--- src/rtl/irq_cause_byte.sv ---
module irq_cause_byte #(
  parameter int WIDTH = 8,
  parameter int Q_BIT = 0,
  parameter int C_BIT = 1
) (
  input  logic             clk,
  input  logic             rst_n,
  input  logic             queue_evt,
  input  logic             cfg_evt,
  input  logic             rd_en,
  output logic [WIDTH-1:0] rd_data,
  input  logic             msix_en,
  input  logic             intx_disable,
  output logic             pci_int_status,
  output logic             intx_out
);
  localparam logic [WIDTH-1:0] Q_MASK = WIDTH'(1) << Q_BIT;
  localparam logic [WIDTH-1:0] C_MASK = WIDTH'(1) << C_BIT;

  logic [WIDTH-1:0] cause;
  logic [WIDTH-1:0] set_bits;
  logic [WIDTH-1:0] kept;

  assign set_bits = (queue_evt ? Q_MASK : '0) | (cfg_evt ? C_MASK : '0);
  assign kept     = rd_en ? '0 : cause;

  always_ff @(posedge clk) begin
    if (!rst_n) begin
      cause   <= '0;
      rd_data <= '0;
    end else begin
      cause <= kept | set_bits;
      if (rd_en) rd_data <= cause;
    end
  end

  assign pci_int_status = (|cause) & ~msix_en;
  assign intx_out       = pci_int_status & ~intx_disable;
endmodule


--- config.mk ---
export PLATFORM = sky130hd
export DESIGN_NAME = irq_cause_byte
export DESIGN_NICKNAME = d
export VERILOG_FILES = /design/src/rtl/irq_cause_byte.sv
export SDC_FILE = /design/constraint.sdc
export NUM_CORES = 1
export LEC_CHECK = 0
export ABC_CLOCK_PERIOD_IN_PS = 900
export BUFFER_PORTS_ARGS = -buffer_cell sky130_fd_sc_hd__buf_2
export CORE_AREA = 4 4 41 43
export DETAILED_ROUTE_END_ITERATION = 8
export DIE_AREA = 0 0 45 47
export GPL_ROUTABILITY_DRIVEN = 0
export PLACE_DENSITY_LB_ADDON = 0.2
export SETUP_SLACK_MARGIN = 0.3
export SLEW_MARGIN = 20
export SYNTH_ARGS = -nofsm -noshare
export SYNTH_HDL_FRONTEND = slang
export SYNTH_SLANG_ARGS = --single-unit
--- constraint.sdc ---
create_clock -name clk -period 0.9 [get_ports clk]
set_input_delay 0.135 -clock clk [delete_from_list [all_inputs] [get_ports clk]]
set_output_delay 0.135 -clock clk [all_outputs]
set_load 0.05 [all_outputs]
==> results.py <==
metrics = {
    "clocking": {
        "clock-sinks": 4,
        "cts-root-buf": "clkbuf_4",
        "postCtsSetupBuffers": 0,
        "cts_buffers": 3,
        "clock_path_buffers": 2,
        "cts_tree": "built",
        "h-tree-depth": 1,
        "clk_pin_slew_ns": 0.04,
        "clk_latency_ns": 0.23,
    },
    "detailed_routing": {
        "drc_errors": 0,
        "drt-total-wl_um": 398,
        "viasPerCell": 3.53,
        "num_vias": 173,
        "routedWlPerCell_um": 8.12,
        "firstDrtPassIters": 1,
        "ant_nets": 0,
        "drt_iter0_markers": 0,
    },
    "floorplan": {
        "rows": 13,
        "start_util": 0.155,
        "die_h_um": 47,
        "ios": 17,
        "dieWidth_um": 45,
        "core_um2": 1300,
        "die_area_um2": 2120,
    },
    "synth": {
        "ys_types": 8,
        "syn_avg_cell_area_um2": 9.16,
        "yosys_warnings": 0,
        "seq_area_frac_synth": 0.398,
        "ys_ff_latch": 4,
        "postSynthCellCount": 22,
        "syn_area_um2": 201,
    },
    "placed_design": {
        "dpl_cell_area_um2": 280,
        "place_inst": 46,
        "port_buffers": 10,
        "hpwlAfterDp_um": 316,
    },
    "pwr": {
        "ir_worst_vdd_mv": 0.544,
        "power_density_nw_per_um2": 1680,
        "p_leak_nw": 0.156,
    },
    "cells_and_area": {
        "stdcell_area_um2": 345,
        "finalNetCount": 43,
        "drive_gt1_frac": 0.647,
        "diodes": 0,
        "fill_cells": 143,
        "mostFrequentLayoutCells": "6 x conb_1, 6 x buf_2, 3 x clkbuf_4",
        "area_growth_pct": 71.4,
        "finalNonFillerCells": 49,
    },
    "timing": {
        "min_period_over_period": 1.18,
        "finalCriticalPeriod_ns": 1.06,
        "setup_viol": 2,
        "clock_skew_ns": 0.0000505,
        "drv_slew": 0,
        "finalHoldViolCount": 0,
        "setup_slack_ns": -0.160,
        "fmaxAchievable_mhz": 943,
        "rsz0062_at_grt": "yes",
    },
    "setup_path": {
        "crit_slowest_cell": "dfxtp_2",
        "critPathKind": "reg -> out",
        "max_stage_delay_ns": 0.35,
        "worstPathMaxFanout": 3,
        "arrival_ns": 0.93,
        "cp.required_ns": 0.76,
        "startpoint_type": "flop",
        "crit_chain": "nor2_4, nor3_4, buf_6",
        "endpoint_kind": "primary output",
    },
    "grt": {
        "grt_max_degree": 5,
        "track_usage": 0.0497,
        "grt_pass1_vias": 182,
        "grt_overflow": 0,
        "grt_pass1_wl_um": 614,
        "antenna_found_initial": 0,
    },
    "min_path": {
        "min_path_type": "in -> reg",
    },
    "status": {
        "violations": "negative setup slack",
        "status": "finished, violations left",
    },
    "run": {
        "drv_cap": 0,
    },
}
## cells in the mapped netlist
library cell  number  area share
nor2b_1            4        0.12
conb_1             1       0.019
nor3_1             1       0.025
dfxtp_1            4        0.40
o21a_1             2       0.075
mux2i_1            2       0.099
buf_4              6        0.22
nor2_1             2       0.037
## critical path: cells and delay by family (launching register included)
family	cells	cell delay (ns)
simple gates	2	0.16
flops	1	0.35
buf+inv	1	0.18
## state kept, by name, summed over array words and instances (netlist names)
register / count
cause: 2
rd_data: 2
## per-stage QoR
| step | util | TNS [ns] | hold WS (ns) | setup slack (ns) | power, mW |
|---|---|---|---|---|---|
| floorplan | - | -0.0300 | 0.252 | -0.0300 | 0.337 |
| global placement | 0.215 | 0 | 0.344 | 0.00563 | 0.347 |
| detailed placement | 0.215 | 0 | 0.351 | 0.00722 | 0.349 |
| CTS | 0.258 | -0.328 | 0.105 | -0.168 | 0.592 |
| global route | 0.265 | -0.406 | 0.119 | -0.211 | 0.613 |
| finish | 0.265 | -0.312 | 0.119 | -0.160 | 0.581 |
## power by group
group	internal (mW)	switching [mW]
clock network	0.148	0.0643
logic	0.0530	0.118
registers	0.187	0.0103
total	0.388	0.193
## kinds of logic after synthesis
kind of cell           synth area share
muxes                            0.0994
and+or+nand+nor                   0.186
other                            0.0186
DFF                               0.398
buffers and inverters             0.224
AOI/OAI and AO/OA                0.0745
## final timing paths
kind | cells past startpoint | startpoint | slack, ns | end
setup reg to reg | 2 | cause[0]$_SDFF_PN0_ | 0.16 | cause[0]$_SDFF_PN0_
hold reg to reg | 2 | rd_data[0]$_SDFFE_PN0P_ | 0.53 | rd_data[0]$_SDFFE_PN0P_
hold / removal | 2 | cfg_evt | 0.12 | cause[1]$_SDFF_PN0_
setup / recovery | 3 | cause[1]$_SDFF_PN0_ | -0.16 | intx_out
## per-layer routing
layer	share of wire	GRT usage	up-vias
met5	0	0	-
met4	0.023	0.105	0
met3	0.15	0.0115	2
met2	0.49	0.0734	15
met1	0.34	0.0362	74
li1	-	-	82
## repair_timing
item                                    CTS  global route
hold buffers                              0             0
pin swaps                                 2             1
endpoints found under the setup margin    8             8
gates resized for setup                  10             3
## cell type report
| type | count | area, um2 | area share |
|---|---|---|---|
| flip-flops and latches | 4 | 90.1 | 0.261 |
| multi-input cells | 17 | 131 | 0.380 |
| well taps | 15 | 18.8 | 0.0543 |
| clock buffers | 3 | 22.5 | 0.0652 |
| repair buffers | 10 | 82.6 | 0.239 |
(Power assumes the default switching activity.)
